<file path="config.mk">
export PLATFORM = sky130hd
export DESIGN_NAME = snoop_bus_arbiter
export DESIGN_NICKNAME = d
export VERILOG_FILES = /design/src/rtl/snoop_bus_pkg.sv /design/src/rtl/arb_queue.sv /design/src/rtl/mem_timer.sv /design/src/rtl/src_pick.sv /design/src/rtl/snoop_bus_arbiter.sv
export SDC_FILE = /design/constraint.sdc
export NUM_CORES = 1
export LEC_CHECK = 0
export BUFFER_PORTS_ARGS = -buffer_cell sky130_fd_sc_hd__buf_2
export CORE_MARGIN = 2
export CORE_UTILIZATION = 50
export DETAILED_ROUTE_END_ITERATION = 12
export PLACE_DENSITY = 0.72
export REMOVE_ABC_BUFFERS = 1
export SYNTH_ARGS = -nofsm -noshare
export SYNTH_HDL_FRONTEND = slang
export SYNTH_SLANG_ARGS = --single-unit
</file>
<file path="constraint.sdc">
create_clock -name clk -period 3.8 [get_ports clk]
set_input_delay 0.19 -clock clk [delete_from_list [all_inputs] [get_ports clk]]
set_output_delay 0.19 -clock clk [all_outputs]
set_load 0.05 [all_outputs]
</file>
<file path="src/rtl/snoop_bus_pkg.sv">
package snoop_bus_pkg;

    typedef enum logic [1:0] {
        MSG_NONE = 2'd0,
        MSG_GETS = 2'd1,
        MSG_GETM = 2'd2,
        MSG_DATA = 2'd3
    } bus_msg_t;

    typedef enum logic [1:0] {
        S_IDLE,
        S_QUERY,
        S_WAIT,
        S_DATA
    } bus_state_t;

endpackage

</file>
<file path="src/rtl/arb_queue.sv">
module arb_queue #(
    parameter int N  = 4,
    parameter int IW = $clog2(N)
) (
    input  logic          clk,
    input  logic          rst_n,
    input  logic [N-1:0]  req,
    input  logic          pop,
    output logic [N-1:0]  accept,
    output logic [IW-1:0] head,
    output logic          empty
);
    localparam int CW = $clog2(N + 1);

    logic [IW-1:0] slot_q [N];
    logic [IW-1:0] slot_d [N];
    logic [CW-1:0] cnt_q, cnt_d;
    logic [N-1:0]  pend_q, pend_d;

    assign accept = req & ~pend_q;
    assign head   = slot_q[0];
    assign empty  = (cnt_q == '0);

    always_comb begin
        slot_d = slot_q;
        cnt_d  = cnt_q;
        pend_d = pend_q;
        if (pop && cnt_q != '0) begin
            pend_d[slot_q[0]] = 1'b0;
            for (int i = 0; i < N - 1; i++) slot_d[i] = slot_q[i+1];
            slot_d[N-1] = '0;
            cnt_d = cnt_q - 1'b1;
        end
        // ascending node order sets the order of same-cycle arrivals
        for (int i = 0; i < N; i++) begin
            if (accept[i]) begin
                slot_d[cnt_d[IW-1:0]] = IW'(i);
                pend_d[i] = 1'b1;
                cnt_d = cnt_d + 1'b1;
            end
        end
    end

    always_ff @(posedge clk) begin
        if (!rst_n) begin
            cnt_q  <= '0;
            pend_q <= '0;
            for (int i = 0; i < N; i++) slot_q[i] <= '0;
        end else begin
            cnt_q  <= cnt_d;
            pend_q <= pend_d;
            slot_q <= slot_d;
        end
    end
endmodule

</file>
<file path="src/rtl/mem_timer.sv">
module mem_timer #(
    parameter int LAT = 100,
    parameter int TW  = $clog2(LAT + 1)
) (
    input  logic clk,
    input  logic rst_n,
    input  logic start,
    input  logic run,
    output logic expire
);
    logic [TW-1:0] cnt_q;

    always_ff @(posedge clk) begin
        if (!rst_n)     cnt_q <= '0;
        else if (start) cnt_q <= '0;
        else if (run)   cnt_q <= cnt_q + 1'b1;
    end

    assign expire = run && (cnt_q == TW'(LAT - 1));
endmodule

</file>
<file path="src/rtl/src_pick.sv">
module src_pick #(
    parameter int N  = 4,
    parameter int IW = $clog2(N)
) (
    input  logic [N-1:0]  hits,
    output logic          any,
    output logic [IW-1:0] idx
);
    always_comb begin
        idx = '0;
        for (int i = N - 1; i >= 0; i--) begin
            if (hits[i]) idx = IW'(i);
        end
    end

    assign any = |hits;
endmodule

</file>
<file path="src/rtl/snoop_bus_arbiter.sv">
module snoop_bus_arbiter
    import snoop_bus_pkg::*;
#(
    parameter int NODES   = 4,
    parameter int ADDR_W  = 16,
    parameter int MEM_LAT = 100,
    parameter int CNT_W   = 16,
    parameter int NODE_W  = $clog2(NODES)
) (
    input  logic                    clk,
    input  logic                    rst_n,
    input  logic [NODES-1:0]        req_valid,
    input  logic [NODES-1:0]        req_excl,
    input  logic [NODES*ADDR_W-1:0] req_addr,
    input  logic [NODES-1:0]        snoop_data,
    output logic                    bus_valid,
    output logic [1:0]              bus_msg,
    output logic [NODE_W-1:0]       bus_node,
    output logic [ADDR_W-1:0]       bus_addr,
    output logic                    bus_src_mem,
    output logic                    bus_busy,
    output logic [CNT_W-1:0]        c2c_count,
    output logic [CNT_W-1:0]        mem_count
);
    bus_state_t state_q, state_d;

    logic [NODES-1:0]  accept;
    logic [NODE_W-1:0] head;
    logic              q_empty;
    logic              grant;
    logic              expire;
    logic              hit_any;
    logic [NODE_W-1:0] hit_idx;
    logic              cache_win, mem_fire;

    logic              node_excl_q [NODES];
    logic [ADDR_W-1:0] node_addr_q [NODES];

    logic [NODE_W-1:0] cur_node_q, src_node_q;
    logic              cur_excl_q, src_mem_q;
    logic [ADDR_W-1:0] cur_addr_q;

    assign grant     = (state_q == S_IDLE || state_q == S_DATA) && !q_empty;
    assign cache_win = (state_q == S_WAIT) && hit_any;
    assign mem_fire  = (state_q == S_WAIT) && !hit_any && expire;

    arb_queue #(.N(NODES), .IW(NODE_W)) u_queue (
        .clk    (clk),
        .rst_n  (rst_n),
        .req    (req_valid),
        .pop    (grant),
        .accept (accept),
        .head   (head),
        .empty  (q_empty)
    );

    mem_timer #(.LAT(MEM_LAT)) u_timer (
        .clk    (clk),
        .rst_n  (rst_n),
        .start  (grant),
        .run    (state_q == S_QUERY || state_q == S_WAIT),
        .expire (expire)
    );

    src_pick #(.N(NODES), .IW(NODE_W)) u_pick (
        .hits (snoop_data),
        .any  (hit_any),
        .idx  (hit_idx)
    );

    // next-state logic
    always_comb begin
        state_d = state_q;
        unique case (state_q)
            S_IDLE:  if (!q_empty) state_d = S_QUERY;
            S_QUERY: state_d = S_WAIT;
            S_WAIT:  if (cache_win || mem_fire) state_d = S_DATA;
            S_DATA:  state_d = q_empty ? S_IDLE : S_QUERY;
            default: state_d = S_IDLE;
        endcase
    end

    // state register and transaction datapath
    always_ff @(posedge clk) begin
        if (!rst_n) begin
            state_q    <= S_IDLE;
            cur_node_q <= '0;
            cur_excl_q <= 1'b0;
            cur_addr_q <= '0;
            src_node_q <= '0;
            src_mem_q  <= 1'b0;
            c2c_count  <= '0;
            mem_count  <= '0;
            for (int i = 0; i < NODES; i++) begin
                node_excl_q[i] <= 1'b0;
                node_addr_q[i] <= '0;
            end
        end else begin
            state_q <= state_d;
            for (int i = 0; i < NODES; i++) begin
                if (accept[i]) begin
                    node_excl_q[i] <= req_excl[i];
                    node_addr_q[i] <= req_addr[i*ADDR_W +: ADDR_W];
                end
            end
            if (grant) begin
                cur_node_q <= head;
                cur_excl_q <= node_excl_q[head];
                cur_addr_q <= node_addr_q[head];
            end
            if (cache_win) begin
                src_node_q <= hit_idx;
                src_mem_q  <= 1'b0;
                c2c_count  <= c2c_count + 1'b1;
            end else if (mem_fire) begin
                src_node_q <= cur_node_q;
                src_mem_q  <= 1'b1;
                mem_count  <= mem_count + 1'b1;
            end
        end
    end

    // outputs
    always_comb begin
        bus_valid   = 1'b0;
        bus_msg     = MSG_NONE;
        bus_node    = cur_node_q;
        bus_src_mem = 1'b0;
        bus_busy    = 1'b0;
        unique case (state_q)
            S_IDLE: ;
            S_QUERY: begin
                bus_valid = 1'b1;
                bus_msg   = cur_excl_q ? MSG_GETM : MSG_GETS;
                bus_busy  = 1'b1;
            end
            S_WAIT: bus_busy = 1'b1;
            S_DATA: begin
                bus_valid   = 1'b1;
                bus_msg     = MSG_DATA;
                bus_node    = src_node_q;
                bus_src_mem = src_mem_q;
            end
            default: ;
        endcase
    end

    assign bus_addr = cur_addr_q;
endmodule

</file>
==> run summary <==
Ranked by total cell area, the synthesized netlist is headed by edfxtp_1, dfxtp_1, and3_1, mux4_2, nand2_1. In this run the vertical extent of the chip is 120.8 microns. Entering global routing, the biggest net connects 48 pins. TritonCTS built the clock tree.

The most common cell after layout, fill and taps aside is buf_2. Counting distinct cell types in the post-synthesis netlist gives 54. Dividing the final minimum period by the clock period gives 92.09%. After detailed routing, the total wire length is 17210 microns. For the worst setup path, the data required time is 4.08 ns. The core region is 13300 sq um. The number of inserted diodes was 0. The total net switching power is 2.301 mW, and the number of clock sinks is 146. In this run, synthesis produced a sequential element count of 146. The post-CTS setup-driven buffer insertion count was 0; the proportion of layout cells with a drive suffix above 1 was 25.73%.

The average instance area after synthesis is 10.45 sq um, and the cell area after technology mapping is 6823 sq um. The final critical delay including setup and external delays was 3.499 ns. The largest area contributor in the netlist was edfxtp_1. The minimum hold slack is 0.01150 ns. The tools report the power share of the sequential group as 33.4%. The routed wirelength normalized by instance count is 17.83 microns, and the instance count of the mapped netlist is 653.

The highest net fanout along the worst path works out to 8. The number of pins exceeding their max-slew limit in the final report is 0. The H-tree was split into 4 levels. The first global-routing pass estimated 26970 microns of wire. Counting tap cells, the placed design contains a total of 933 instances.

The number of resized instances in the post-cts repair step was 0. The area growth from synthesis to final layout was 20.30%; the total of warnings raised by yosys was 0. The number of buffers created by CTS came out at 17. At the end of routability-driven placement, the weighted congestion stood at 0.8983.

The floorplan has 42 rows. The clock power share is 26.5%. In this run the deepest clock path goes through 2 buffers.

Count of final hold-check violations: 0. The count of buffers added on input and output ports is 132. Internal power comes to 3.644 mW. For this design the top-level I/O count stands at 133. The endpoint arrival time on the critical path is 3.78 ns. The run finished with clean final reports. The total overflow left after global routing is 0.

Setup repair after global routing left no endpoint under its margin. The cell that appears most often on the critical path is ha_1. The start-to-end type of the worst setup path is register to register.

At the end of the flow, the number of nets in the layout was 875. For the relative slew slack, the log shows 24.23%. Traced cell by cell, the critical path runs through inv_2 -> ha_1 -> nor2b_2 -> nor2_4 -> buf_4 -> mux2i_1 -> ha_1 -> nand2_1 -> o31a_1 -> ha_1 -> nor3b_1 -> a31oi_1 -> nand2_1 -> a21oi_2 -> a21o_1 -> a21oi_2. The completed layout was analyzed and its total power is 5.945 mW. Sequential elements use 52.37% of the synthesized area.

The maximum clock frequency was 0.2858 GHz. Path class of the lowest-slack min-delay path: input pin to register. The tools report the total via count in the routed design as 5459. Category of cells accounting for the largest share of critical-path delay: compound AO/OA/AOI/OAI gates. IR analysis of the VDD net gives a maximum drop of 0.3548 mV. In this run, the number of DRC markers left after iteration 0 of detailed routing was 401. For the count of nets left with antenna violations after detail routing, the log shows 0. The power density over the cells was 724.3 nW/um^2; the leakage power figure was 3.622 nW.

STA classifies the critical path startpoint as a register. The floorplan die width was 120.8 microns. The root buffer cell is clkbuf_16. The top cell types in the final layout, fill and taps aside, are buf_2, nand2_1, dfxtp_1.

Area share of the largest cell type after synthesis: 28.61%. The worst setup path is captured at a register. The global router's overall resource usage was 24.14%; the max-capacitance violation count was 0. The leading register cell type out of synthesis is dfxtp_1. In the synthesized netlist the async set-or-reset flop fraction comes to 0%. Dividing the detail-routed via count by the number of cells gives 5.657. The number of hold buffers added after CTS was 0.

Area of the die: 14600 sq um. The HPWL after detailed placement is 11480 microns. The run gives 0 as the DRC violation count after routing. The switching share of total power was 38.71%.

The largest individual stage delay along the critical path comes from the cell dfxtp_1. Together, buffers and inverters on the worst path number 2. The clock transition at the registers of the reported paths was 0.06 ns; the worst clock skew was 0.008473 ns. The number of global-route vias before repair was 5387. The finished layout holds 965 standard cells, fillers aside. Setup violations remaining at the end of the flow were counted as 0.

The number of synthesized flops with an enable pin was 65. The slew of the pin with the lowest slew margin works out to 1.135 ns. Combinational logic burns 40.1% of the power. Before antenna repair, the detailed router went through 7 iterations. In this design, the stage delay of the slowest critical-path cell is 0.45 ns.

The run gives 0 as the number of antenna violations at the first check in global routing. The logs give 0.43 ns for the clock latency at the later pin of the worst-skew pair and 51.32% for the initial cell density of the core.
layer usage:
metal  share of wire, %  vias to the layer above  GRT usage (%)
met4                2.2                        0          10.10
met2                 49                      202          40.40
met5                  0                        -              0
li1                   -                     2584              -
met1                 43                     2643          30.62
met3                5.5                       30          4.764
synth_stat cells (2+ instances only):
cell	n
nor3b_1	2
a21o_1	4
or3_1	7
nand2b_1	6
and4_1	2
a22o_1	2
nor2b_1	6
a21oi_1	49
clkbuf_1	28
xnor3_1	2
a222oi_1	2
mux4_2	17
mux2i_1	8
dfxtp_1	81
edfxtp_1	65
nor2_1	45
a31oi_1	4
nand4_1	15
nand3_1	15
nor3_1	5
buf_2	6
nand2_1	92
ha_1	21
xor2_1	19
xnor2_1	17
inv_1	14
buf_1	5
and3_1	71
o21ai_0	17
and2_1	2
through the flow:
| step | setup TNS (ns) | setup WS (ns) | cell area, sq um | util [%] |
|---|---|---|---|---|
| 6_report | 0 | 0.3007 | 8208 | 61.74 |
| 4_1_cts | 0 | 0.1980 | 8197 | 61.65 |
| 2_1_floorplan | -5.058 | -0.6433 | 6669 | - |
| 5_1_grt | 0 | 0.02866 | 8208 | 61.74 |
| 3_3_place_gp | 0 | 0.3185 | 7642 | 57.48 |
| 3_5_place_dp | 0 | 0.2199 | 7642 | 57.48 |
path summary, 6_finish.rpt:
| check | slack, ns | cells after the start | from | endpoint |
|---|---|---|---|---|
| worst max-delay path | 0.30 | 16 | u_queue.cnt_q[0] | u_queue.cnt_q[2] |
| worst min register to register | 0.45 | 2 | node_excl_q[1] | node_excl_q[1] |
| worst max register to register | 0.30 | 16 | u_queue.cnt_q[0] | u_queue.cnt_q[2] |
| worst min-delay path | 0.01 | 3 | req_excl[0] | node_excl_q[0] |
kinds of logic after synthesis:
kind of cell / after synthesis / share of synthesized area, %
simple gates: 274 / 20.03
flops: 146 / 52.37
compound gates: 93 / 8.088
buf+inv: 54 / 3.081
xor+xnor: 39 / 5.630
mux: 26 / 6.950
fa+ha+maj: 21 / 3.851
tightest hold or removal path: cells and delay by family:
kind | cells | cell delay, ns
simple gates | 1 | 0.05
buf+inv | 1 | 0.10
compound gates | 1 | 0.05
registers in the layout, indices dropped and copies added, names as in the netlist:
register and count:
src_node_q 2, cur_excl_q 1, u_timer.cnt_q 7, u_queue.slot_q 6, node_addr_q 64, mem_count 16
u_queue.cnt_q 3, node_excl_q 4, u_queue.head 2, state_q 2, src_mem_q 1, bus_addr 16
u_queue.pend_q 4, c2c_count 16, cur_node_q 2
power groups by stage:
stage / combinational (mW) / clock [mW] / sequential [mW]
final: 2.38 / 1.58 / 1.98
after floorplan: 1.50 / 0 / 2.16
after CTS: 2.34 / 1.60 / 1.98
after global routing: 2.60 / 1.66 / 2.01
after global placement: 2.26 / 0 / 2.00
after detailed placement: 2.32 / 0 / 2.01
cell type report:
| class | instances | area [sq um] |
|---|---|---|
| fill | 1119 | 5087 |
| sequential | 146 | 3573 |
| multi-input combinational | 453 | 3060 |
| timing repair buffer | 143 | 743.2 |
| clock buffer | 20 | 446.7 |
| tap | 176 | 220.2 |
| clock inverter | 12 | 107.6 |
| inverter | 15 | 56.30 |
Power figures use the tool's default switching activity.
